$ cat config.mk
export PLATFORM = sky130hd
export DESIGN_NAME = msa_rx
export DESIGN_NICKNAME = d
export VERILOG_FILES = /design/src/rtl/msa_rx_pkg.sv /design/src/rtl/msa_rx_frame.sv /design/src/rtl/msa_rx_seq.sv /design/src/rtl/msa_rx_lane.sv /design/src/rtl/msa_rx_emit.sv /design/src/rtl/msa_rx.sv
export SDC_FILE = /design/constraint.sdc
export NUM_CORES = 1
export LEC_CHECK = 0
export BUFFER_PORTS_ARGS = -buffer_cell sky130_fd_sc_hd__buf_4
export CAP_MARGIN = 20
export CORE_MARGIN = 3
export CORE_UTILIZATION = 38
export DETAILED_ROUTE_END_ITERATION = 12
export GPL_ROUTABILITY_DRIVEN = 0
export PLACE_DENSITY = 0.6
export RECOVER_POWER = 25
export SYNTH_ARGS = -nofsm -noshare
export SYNTH_HDL_FRONTEND = slang
export SYNTH_SLANG_ARGS = --single-unit
$ cat constraint.sdc
create_clock -name clk -period 7.7 [get_ports clk]
set_clock_uncertainty 0.05 [all_clocks]
set_input_delay 0.77 -clock clk [delete_from_list [all_inputs] [get_ports clk]]
set_output_delay 0.77 -clock clk [all_outputs]
set_load 0.1 [all_outputs]
$ cat src/rtl/msa_rx_pkg.sv
package msa_rx_pkg;

  localparam logic [2:0] FMT_LJ   = 3'd0;
  localparam logic [2:0] FMT_RJ   = 3'd1;
  localparam logic [2:0] FMT_I2S  = 3'd2;
  localparam logic [2:0] FMT_DSPE = 3'd3;
  localparam logic [2:0] FMT_DSPL = 3'd4;

  localparam logic [1:0] WL_32 = 2'd3;

  function automatic logic [5:0] wlen_bits(input logic [1:0] code);
    case (code)
      2'd0:    wlen_bits = 6'd16;
      2'd1:    wlen_bits = 6'd20;
      2'd2:    wlen_bits = 6'd24;
      default: wlen_bits = 6'd32;
    endcase
  endfunction

  function automatic logic cfg_illegal(input logic [2:0] f, input logic [1:0] w);
    cfg_illegal = (f > FMT_DSPL) || ((f == FMT_RJ) && (w == WL_32));
  endfunction

endpackage

$ cat src/rtl/msa_rx_frame.sv
module msa_rx_frame
  import msa_rx_pkg::*;
(
  input  logic       clk,
  input  logic       rst_n,
  input  logic       en,
  input  logic [2:0] fmt,
  input  logic       lrc,
  output logic       first,
  output logic       first_left,
  output logic       rj_cap,
  output logic       rj_left
);

  logic lrc_q, lrc_n;
  logic dly_q, dly_n;
  logic dside_q, dside_n;
  logic armed_q, armed_n;
  logic trans, rise, is_dsp, delayed, evt;

  always_comb begin
    trans      = lrc ^ lrc_q;
    rise       = lrc & ~lrc_q;
    is_dsp     = (fmt == FMT_DSPE) || (fmt == FMT_DSPL);
    delayed    = (fmt == FMT_I2S) || (fmt == FMT_DSPL);
    evt        = en & (fmt != FMT_RJ) & (is_dsp ? rise : trans);
    // one-bit-delayed formats start on the edge after the event
    first      = delayed ? (dly_q & en) : evt;
    first_left = delayed ? dside_q : lrc;
    rj_cap     = en & (fmt == FMT_RJ) & trans & armed_q;
    rj_left    = lrc_q;
    lrc_n      = lrc;
    dly_n      = evt;
    dside_n    = ~lrc;
    armed_n    = armed_q | trans;
  end

  always_ff @(posedge clk or negedge rst_n) begin
    if (!rst_n) begin
      lrc_q   <= 1'b0;
      dly_q   <= 1'b0;
      dside_q <= 1'b0;
      armed_q <= 1'b0;
    end else begin
      lrc_q   <= lrc_n;
      dly_q   <= dly_n;
      dside_q <= dside_n;
      armed_q <= armed_n;
    end
  end

endmodule

$ cat src/rtl/msa_rx_seq.sv
module msa_rx_seq #(
  parameter int SLOTS = 6,
  parameter int SW    = 3,
  parameter int CW    = 6
) (
  input  logic          clk,
  input  logic          rst_n,
  input  logic          first,
  input  logic          first_left,
  input  logic          is_dsp,
  input  logic [CW-1:0] nbits,
  output logic          done,
  output logic [SW-1:0] done_slot,
  output logic          done_left
);

  logic          act_q, act_n;
  logic [CW-1:0] cnt_q, cnt_n;
  logic [SW-1:0] slot_q, slot_n;
  logic          left_q, left_n;
  logic          run;
  logic [CW-1:0] cur;
  logic [SW-1:0] slot_c;

  always_comb begin
    run       = first | act_q;
    cur       = first ? CW'(1) : cnt_q + 1'b1;
    slot_c    = first ? '0 : slot_q;
    done      = run && (cur == nbits);
    done_slot = slot_c;
    done_left = first ? first_left : left_q;
    act_n     = act_q;
    cnt_n     = cnt_q;
    slot_n    = slot_q;
    left_n    = done_left;
    if (run) begin
      if (done) begin
        cnt_n = '0;
        if (is_dsp && (slot_c != SW'(SLOTS - 1))) begin
          act_n  = 1'b1;
          slot_n = slot_c + 1'b1;
        end else begin
          act_n  = 1'b0;
          slot_n = '0;
        end
      end else begin
        act_n  = 1'b1;
        cnt_n  = cur;
        slot_n = slot_c;
      end
    end
  end

  always_ff @(posedge clk or negedge rst_n) begin
    if (!rst_n) begin
      act_q  <= 1'b0;
      cnt_q  <= '0;
      slot_q <= '0;
      left_q <= 1'b0;
    end else begin
      act_q  <= act_n;
      cnt_q  <= cnt_n;
      slot_q <= slot_n;
      left_q <= left_n;
    end
  end

endmodule

$ cat src/rtl/msa_rx_lane.sv
module msa_rx_lane #(
  parameter int W = 32
) (
  input  logic         clk,
  input  logic         rst_n,
  input  logic         din,
  output logic [W-1:0] sh_q,
  output logic [W-1:0] sh_n
);

  always_comb sh_n = {sh_q[W-2:0], din};

  always_ff @(posedge clk or negedge rst_n) begin
    if (!rst_n) sh_q <= '0;
    else        sh_q <= sh_n;
  end

endmodule

$ cat src/rtl/msa_rx_emit.sv
module msa_rx_emit #(
  parameter int W     = 32,
  parameter int LANES = 3,
  parameter int SW    = 3,
  parameter int CHW   = 3
) (
  input  logic                      clk,
  input  logic                      rst_n,
  input  logic                      word_done,
  input  logic                      rj_cap,
  input  logic [SW-1:0]             done_slot,
  input  logic                      done_left,
  input  logic                      rj_left,
  input  logic                      is_dsp,
  input  logic [5:0]                nbits,
  input  logic [LANES-1:0][W-1:0]   sh_q,
  input  logic [LANES-1:0][W-1:0]   sh_n,
  output logic                      smp_valid,
  output logic [W-1:0]              smp_data,
  output logic [CHW-1:0]            smp_chan
);

  localparam int PW = $clog2(LANES + 1);

  logic [LANES-1:0][W-1:0]   al;
  logic [LANES-2:0][W-1:0]   hd_q, hd_n;
  logic [LANES-2:0][CHW-1:0] hc_q, hc_n;
  logic [PW-1:0]             pend_q, pend_n;
  logic                      v_q, v_n;
  logic [W-1:0]              d_q, d_n;
  logic [CHW-1:0]            c_q, c_n;
  logic [5:0]                shamt;
  logic                      fresh, side;

  always_comb begin
    shamt = 6'(W) - nbits;
    fresh = word_done | rj_cap;
    side  = rj_cap ? ~rj_left : ~done_left;
    for (int l = 0; l < LANES; l++)
      al[l] = (rj_cap ? sh_q[l] : sh_n[l]) << shamt;
    hd_n   = hd_q;
    hc_n   = hc_q;
    pend_n = pend_q;
    d_n    = d_q;
    c_n    = c_q;
    v_n    = 1'b0;
    if (fresh) begin
      v_n = 1'b1;
      d_n = al[0];
      c_n = is_dsp ? CHW'(done_slot) : CHW'(side);
      for (int l = 1; l < LANES; l++) begin
        hd_n[l-1] = al[l];
        hc_n[l-1] = CHW'(2 * l) | CHW'(side);
      end
      pend_n = is_dsp ? '0 : PW'(LANES - 1);
    end else if (pend_q != '0) begin
      v_n = 1'b1;
      d_n = hd_q[0];
      c_n = hc_q[0];
      for (int l = 0; l < LANES - 2; l++) begin
        hd_n[l] = hd_q[l+1];
        hc_n[l] = hc_q[l+1];
      end
      pend_n = pend_q - 1'b1;
    end
  end

  always_ff @(posedge clk or negedge rst_n) begin
    if (!rst_n) begin
      hd_q   <= '0;
      hc_q   <= '0;
      pend_q <= '0;
      v_q    <= 1'b0;
      d_q    <= '0;
      c_q    <= '0;
    end else begin
      hd_q   <= hd_n;
      hc_q   <= hc_n;
      pend_q <= pend_n;
      v_q    <= v_n;
      d_q    <= d_n;
      c_q    <= c_n;
    end
  end

  assign smp_valid = v_q;
  assign smp_data  = d_q;
  assign smp_chan  = c_q;

endmodule

$ cat src/rtl/msa_rx.sv
module msa_rx
  import msa_rx_pkg::*;
#(
  parameter int W     = 32,
  parameter int LANES = 3,
  parameter int SLOTS = 6,
  parameter int CHW   = (2 * LANES > SLOTS) ? $clog2(2 * LANES) : $clog2(SLOTS)
) (
  input  logic             clk,
  input  logic             rst_n,
  input  logic [2:0]       fmt,
  input  logic [1:0]       wlen,
  input  logic             lrc,
  input  logic [LANES-1:0] din,
  output logic             cfg_err,
  output logic             smp_valid,
  output logic [W-1:0]     smp_data,
  output logic [CHW-1:0]   smp_chan
);

  localparam int SW = $clog2(SLOTS);

  logic                    en, is_dsp;
  logic [5:0]              nbits;
  logic                    first, first_left, rj_cap, rj_left;
  logic                    done, done_left;
  logic [SW-1:0]           done_slot;
  logic [LANES-1:0][W-1:0] sh_q, sh_n;

  always_comb begin
    cfg_err = cfg_illegal(fmt, wlen);
    en      = ~cfg_err;
    is_dsp  = (fmt == FMT_DSPE) || (fmt == FMT_DSPL);
    nbits   = wlen_bits(wlen);
  end

  msa_rx_frame u_frame (
    .clk(clk), .rst_n(rst_n), .en(en), .fmt(fmt), .lrc(lrc),
    .first(first), .first_left(first_left), .rj_cap(rj_cap), .rj_left(rj_left)
  );

  msa_rx_seq #(.SLOTS(SLOTS), .SW(SW), .CW(6)) u_seq (
    .clk(clk), .rst_n(rst_n), .first(first), .first_left(first_left),
    .is_dsp(is_dsp), .nbits(nbits),
    .done(done), .done_slot(done_slot), .done_left(done_left)
  );

  for (genvar g = 0; g < LANES; g++) begin : g_lane
    logic [W-1:0] q_w, n_w;
    msa_rx_lane #(.W(W)) u_lane (
      .clk(clk), .rst_n(rst_n), .din(din[g]), .sh_q(q_w), .sh_n(n_w)
    );
    assign sh_q[g] = q_w;
    assign sh_n[g] = n_w;
  end

  msa_rx_emit #(.W(W), .LANES(LANES), .SW(SW), .CHW(CHW)) u_emit (
    .clk(clk), .rst_n(rst_n), .word_done(done & en), .rj_cap(rj_cap),
    .done_slot(done_slot), .done_left(done_left), .rj_left(rj_left),
    .is_dsp(is_dsp), .nbits(nbits), .sh_q(sh_q), .sh_n(sh_n),
    .smp_valid(smp_valid), .smp_data(smp_data), .smp_chan(smp_chan)
  );

endmodule

=== Word-level counts from Yosys, hierarchy flattened ===
Cells that the tools add are included.

* Register bits after elaboration: 218
* Logic and storage cells: 92
* Bits of input ports: 11

* Shifts and indexed selects: 3
* Eq/ne operators: 10
* Bitwise logic cells: 16
* Add/subtract/negate cells: 4
* Multiplexer cells: 30
* Reduce and logical (&&, ||, !) cells: 9
* $lt $le $gt $ge: 1

{| class="wikitable"
|+ Operators by type and width
! operator !! count
|-
| $mux W32 || 7
|-
| $shl A32 B6 Y32 || 3
|-
| $mux W3 || 8
|-
| $pmux W6 S3 || 1
|-
| $mux W6 || 2
|-
| $mux W1 || 9
|-
| $and A1 B1 Y1 || 8
|-
| $add A6 B1 Y6 const B || 1
|-
| $eq A3 B2 Y1 const B || 2
|-
| $eq A6 B6 Y1 || 1
|-
| $mux W2 || 3
|-
| $sub A6 B6 Y6 const A || 1
|-
| $eq A2 B2 Y1 const B || 2
|-
| $not A1 Y1 || 4
|-
| $reduce_bool A2 Y1 || 2
|-
| $add A3 B1 Y3 const B || 1
|-
| $eq A3 B1 Y1 const B || 1
|-
| $eq A3 B3 Y1 const B || 1
|-
| $gt A3 B3 Y1 const B || 1
|-
| $logic_and A1 B1 Y1 || 3
|-
| $logic_or A1 B1 Y1 || 3
|-
| $ne A3 B1 Y1 const B || 1
|-
| $ne A3 B3 Y1 const B || 1
|-
| $or A1 B1 Y1 || 3
|-
| other kinds (4) || 4
|}

=== Longest topological paths before layout ===
* Depth in word-level cells: 13
* Mapped depth: 12

=== By module ===
Synthesis repeated with hierarchy kept, for this count alone.

* Cells, all modules: 1527
* Area total of the unflattened synthesis: 15489.9 sq um

{| class="wikitable"
|+ Modules (own cells, without submodules)
! module !! cells each !! sequential area each (sq um) !! times used !! area an instance (sq um)
|-
| msa_rx_emit || 1202 || 2677.6 || 1 || 11170.7
|-
| msa_rx_lane || 64 || 800.8 || 3 || 1041.0
|-
| msa_rx_seq || 99 || 275.3 || 1 || 894.6
|-
| msa_rx_frame || 21 || 100.1 || 1 || 229.0
|-
| msa_rx || 13 || 0.0 || 1 || 72.6
|}

=== Least setup slack after synthesis ===
OpenSTA, ideal clock, no wires.

* Path kind: input port to flip-flop
* Start point: input port lrc
* End point: register u_emit.hd_q[63] (netlist name)
* Path buffers: 1
* Data required time: 7.522 ns
* Path slack: 4.402 ns
* Arrival time: 3.121 ns
* Stages: 8
* Cell sequence: ha_1 -> or4b_4 -> nor2_8 -> buf_6 -> mux4_2 -> mux2i_1 -> a22oi_1 -> mux2_1

* Longest elaborated chain between the ends: 9
* Elaborated cells on any way between the ends: 15
* Those cells by class: 1 x eq/ne; 1 x shift; 4 x mux; 8 x bitwise; 1 x reduce/logical

{| class="wikitable"
|+ RTL lines
! what !! RTL line !! text
|-
| from (decl) || msa_rx.sv:13 || <nowiki>input logic lrc,</nowiki>
|-
| $xor A1 B1 Y1 / $and A1 B1 Y1 (equally long branches) || msa_rx_frame.sv:22, msa_rx_frame.sv:23 ||
|-
| $mux W1 || msa_rx_frame.sv:26 || <nowiki>evt = en & (fmt != FMT_RJ) & (is_dsp ? rise : trans);</nowiki>
|-
| $and A1 B1 Y1 || msa_rx_frame.sv:26 ||
|-
| $mux W1 || msa_rx_frame.sv:28 || <nowiki>first = delayed ? (dly_q & en) : evt;</nowiki>
|-
| $mux W6 || msa_rx_seq.sv:27 || <nowiki>cur = first ? CW'(1) : cnt_q + 1'b1;</nowiki>
|-
| $eq A6 B6 Y1 || msa_rx_seq.sv:29 || <nowiki>done = run && (cur == nbits);</nowiki>
|-
| $logic_and A1 B1 Y1 || msa_rx_seq.sv:29 ||
|-
| $and A1 B1 Y1 || msa_rx.sv:58 || <nowiki>.clk(clk), .rst_n(rst_n), .word_done(done & en), .rj_cap(rj_cap),</nowiki>
|-
| $or A1 B1 Y1 || msa_rx_emit.sv:37 || <nowiki>fresh = word_done | rj_cap;</nowiki>
|-
| to (signal assigned) || msa_rx_emit.sv:77 || <nowiki>hd_q <= hd_n;</nowiki>
|-
| to (decl) || msa_rx_emit.sv:26 || <nowiki>logic [LANES-2:0][W-1:0] hd_q, hd_n;</nowiki>
|}

Parallel ways exist; a longest one is shown, timed or not.
A chain may end at the register's enable or synchronous reset.

=== Final worst setup path ===
* Start point: register u_frame.lrc_q, in the netlist u_frame.rj_left
* End point: register u_emit.hd_q[58] (netlist name)

* Longest elaborated chain between the ends: 10
* Elaborated cells on any way between the ends: 16
* Those cells by class: 1 x eq/ne; 1 x shift; 4 x mux; 9 x bitwise; 1 x reduce/logical

{| class="wikitable"
|+ RTL lines
! what !! RTL line !! text
|-
| from (decl) || msa_rx_frame.sv:15 || <nowiki>logic lrc_q, lrc_n;</nowiki>
|-
| from (signal assigned) || msa_rx_frame.sv:45 || <nowiki>lrc_q <= lrc_n;</nowiki>
|-
| $not A1 Y1 || msa_rx_frame.sv:23 || <nowiki>rise = lrc & ~lrc_q;</nowiki>
|-
| $and A1 B1 Y1 || msa_rx_frame.sv:23 ||
|-
| $mux W1 || msa_rx_frame.sv:26 ||
|-
| $and A1 B1 Y1 || msa_rx_frame.sv:26 ||
|-
| $mux W1 || msa_rx_frame.sv:28 ||
|-
| $mux W6 || msa_rx_seq.sv:27 ||
|-
| $eq A6 B6 Y1 || msa_rx_seq.sv:29 ||
|-
| $logic_and A1 B1 Y1 || msa_rx_seq.sv:29 ||
|-
| $and A1 B1 Y1 || msa_rx.sv:58 ||
|-
| $or A1 B1 Y1 || msa_rx_emit.sv:37 ||
|}

Parallel ways exist; a longest one is shown, timed or not.

==> impl_metrics.tcl <==
set metrics [dict create \
    status "completed" \
    via_per_inst 5.81 \
    netlist.area_leader.share_pct 45.1 \
    holdCritPathClass "input pin to async pin" \
    syn-num-nets 942 \
    die_area_mm2 0.0340 \
    final_nets 948 \
    num_vias 7766 \
    tightest_slew_ns 0.974 \
    antennaDiodeCount 0 \
    fin_ws_ns 3.97 \
    synth_warnings 0 \
    grt_pass1_vias 7893 \
    required_ns 8.04 \
    grt_use_total_pct 17.8 \
    die_h_um 184 \
    rsz0062_at_grt "no" \
    postSynthAreaPerCell_um2 13.1 \
    syn_to_final_growth_pct 11.2 \
    leakage_nw 5.53 \
    cts_num_sinks 218 \
    cts_setup_buffers 0 \
    fp-row-count 64 \
    drt-initial-drc-count 601 \
    reg2reg_depth 9 \
    ant_nets 0 \
    slew_viol_final 0 \
    max_freq_ghz 0.268 \
    place_ws_ns 3.43 \
    clk_latency_ns 0.52 \
    crit_path_end_kind "flip-flop" \
    period_share_pct 48.5 \
    period_needed_ns 3.73 \
    cts_buffer_depth 3 \
    power_density_mw_per_mm2 347 \
    clk_pin_slew_ns 0.06 \
    slew_headroom_pct 35.1 \
    sw_frac_of_total_pct 39.7 \
    synth_seq_cells 218 \
    p_comb_share_pct 39.0 \
    seq_area_frac_synth_pct 45.1 \
    ys.flop_type "dfrtp_1" \
    hold_viol_final 0 \
    dr.pass1.iters 5 \
    path_max_fanout 45 \
    layout-drive-gt1-share_pct 22.5 \
    synthesis.area_mm2 0.0121 \
    crit_path_start_kind "flip-flop" \
    core-area_mm2 0.0310 \
    critical_path_class "flip-flop to flip-flop" \
    ir_drop_uv 178 \
    synth_cell_types 57 \
    cts_buffers 25 \
    die_w_um 184 \
    avgRoutedWirePerCell_um 22.5 \
    synth_edf_count 0 \
    p_clk_share_pct 25.0 \
    async_reset_ff_share_pct 100 \
    internal_power_mw 2.81 \
    hold_buffers 0 \
    synth_cells 922 \
    synth_area_leaders "dfrtp_1, mux4_2, mux2i_1" \
    cts.htree.levels 1 \
    cts_tree "done" \
    drc 0 \
    finalWirelength_mm 30.0 \
    worstPathArrival_ns 4.07 \
    seqPwrFrac_pct 36.0 \
    switchingPower_mw 1.86 \
    grt_antenna_before_repair 0 \
    overflow 0 \
    yosysTopAreaCell "dfrtp_1" \
    post_cts_resized 0 \
    place_hpwl_mm 20.8 \
    pin_count 48 \
    setup_viol 0 \
    place.port_buffers 47 \
    seqCellArea_mm2 0.00546 \
    start_util_pct 39.0 \
    root_buffer "clkbuf_16" \
    fillCellCount 2785 \
    grt_pass1_wl_mm 47.7 \
    power_mw 4.67 \
    grt_max_degree 88 \
    cap_violations 0 \
    tns_ns 0 \
    multi_input_area_mm2 0.00621 \
]
## area by class of cell
type                            count  area share, %
Inverter                           15          0.419
Timing Repair Buffer               58           3.18
Multi-Input combinational cell    610           46.2
Clock buffer                       34           5.35
Clock inverter                      6          0.596
Sequential cell                   218           40.6
Tap cell                          396           3.69
## sequential cells by signal, summed over array words and instances, names as in the netlist, 2 cells and up
signal	count
u_seq.cnt_q	6
u_emit.smp_data	32
u_seq.slot_q	3
u_emit.hd_q	64
u_emit.hc_q	5
u_emit.pend_q	2
g_lane.u_lane.sh_q	96
u_emit.smp_chan	3
## synthesized netlist by cell type (15+ instances only)
library cell	n
mux2i_1	160
o21ai_0	22
mux2_1	42
nand2b_1	34
inv_1	15
clkbuf_1	41
a22o_1	16
nor2_1	34
nand3_1	18
a21oi_1	49
mux2_2	22
a2bb2oi_1	16
nand2_1	31
mux4_2	84
dfrtp_1	218
## layer usage
layer  track usage, %  wire length (um)  vias up
li1                 -                 -     3483
met1             26.0             13900     4042
met2             28.1             14100      197
met3             2.78              1330       44
met4             4.32               692        0
met5                0                 0        -
## critical path, stage by stage, from the launching register on
cell and delay [ns]:
dfrtp_1 0.36, inv_1 0.05, ha_1 0.20, mux2_1 0.34, a211oi_2 0.60, and2_1 0.28
a211oi_4 0.11, o21ai_4 0.51, buf_4 0.66, mux2_2 0.42
## power groups by stage
stage / clock [mW] / combinational [mW] / sequential, mW
after global placement: 0 / 1.81 / 1.69
final: 1.17 / 1.82 / 1.68
after CTS: 1.20 / 1.84 / 1.68
after floorplan: 0 / 0.910 / 2.17
after global routing: 1.25 / 1.95 / 1.72
after detailed placement: 0 / 1.83 / 1.70
## cell usage in the layout (no fill, tap or decap), types with 2 or more instances in the layout
cell type	netlist	final
and2_1	3	3
inv_1	15	15
nor2b_1	6	6
nand3_1	18	18
nand2_1	31	31
nand2b_1	34	34
a22o_1	16	16
a32o_1	2	2
xor2_1	2	2
clkbuf_16	0	25
dfrtp_1	218	218
nor4b_4	2	2
mux4_2	84	84
o22ai_1	4	4
a21o_1	10	10
xnor2_1	5	5
clkbuf_8	0	6
ha_1	9	6
mux2i_1	160	160
bufinv_16	0	2
clkbuf_1	41	7
mux2_1	42	42
a21oi_1	49	49
o21ai_0	22	22
mux2_2	22	22
a211oi_1	2	2
buf_4	9	53
nand3b_1	2	2
or3_1	2	2
ha_4	0	3
nor2_1	34	34
clkinv_2	0	4
o211ai_1	2	2
a22oi_1	8	8
a2bb2oi_1	16	16
## logic make-up (layout without fill, tap and decap cells)
logic type	count (synthesis)	after routing	share of synthesized area, %
AO/OA/AOI/OAI	143	143	8.00
XOR/XNOR	8	8	0.704
adder cells (fa/ha/maj)	9	9	0.932
buffers and inverters	94	113	3.90
flip-flops	218	218	45.1
multiplexers	308	308	34.9
AND/OR/NAND/NOR	142	142	6.48
## metrics by stage
stage	hold slack (ns)	instance area, um^2	util, %	cells
after CTS	0.247	13500	43.4	1336
after global routing	0.277	13400	43.4	1337
after detailed placement	0.329	12700	40.8	1296
after floorplan	0.315	12100	-	922
after global placement	0.330	12700	40.8	1296
final	0.227	13400	43.4	1337
## final timing paths
kind	endpoint	slack, ns	from
min	g_lane[1].u_lane.sh_q[31]	0.23	rst_n
max in group asynchronous	g_lane[2].u_lane.sh_q[7]	5.89	rst_n
min in group clk	g_lane[2].u_lane.sh_q[31]	0.34	g_lane[2].u_lane.sh_q[30]
min reg2reg	g_lane[2].u_lane.sh_q[31]	0.34	g_lane[2].u_lane.sh_q[30]
max	u_emit.hd_q[58]	3.97	u_frame.rj_left
max reg2reg	u_emit.hd_q[58]	3.97	u_frame.rj_left
Power figures use the tool's default switching activity.
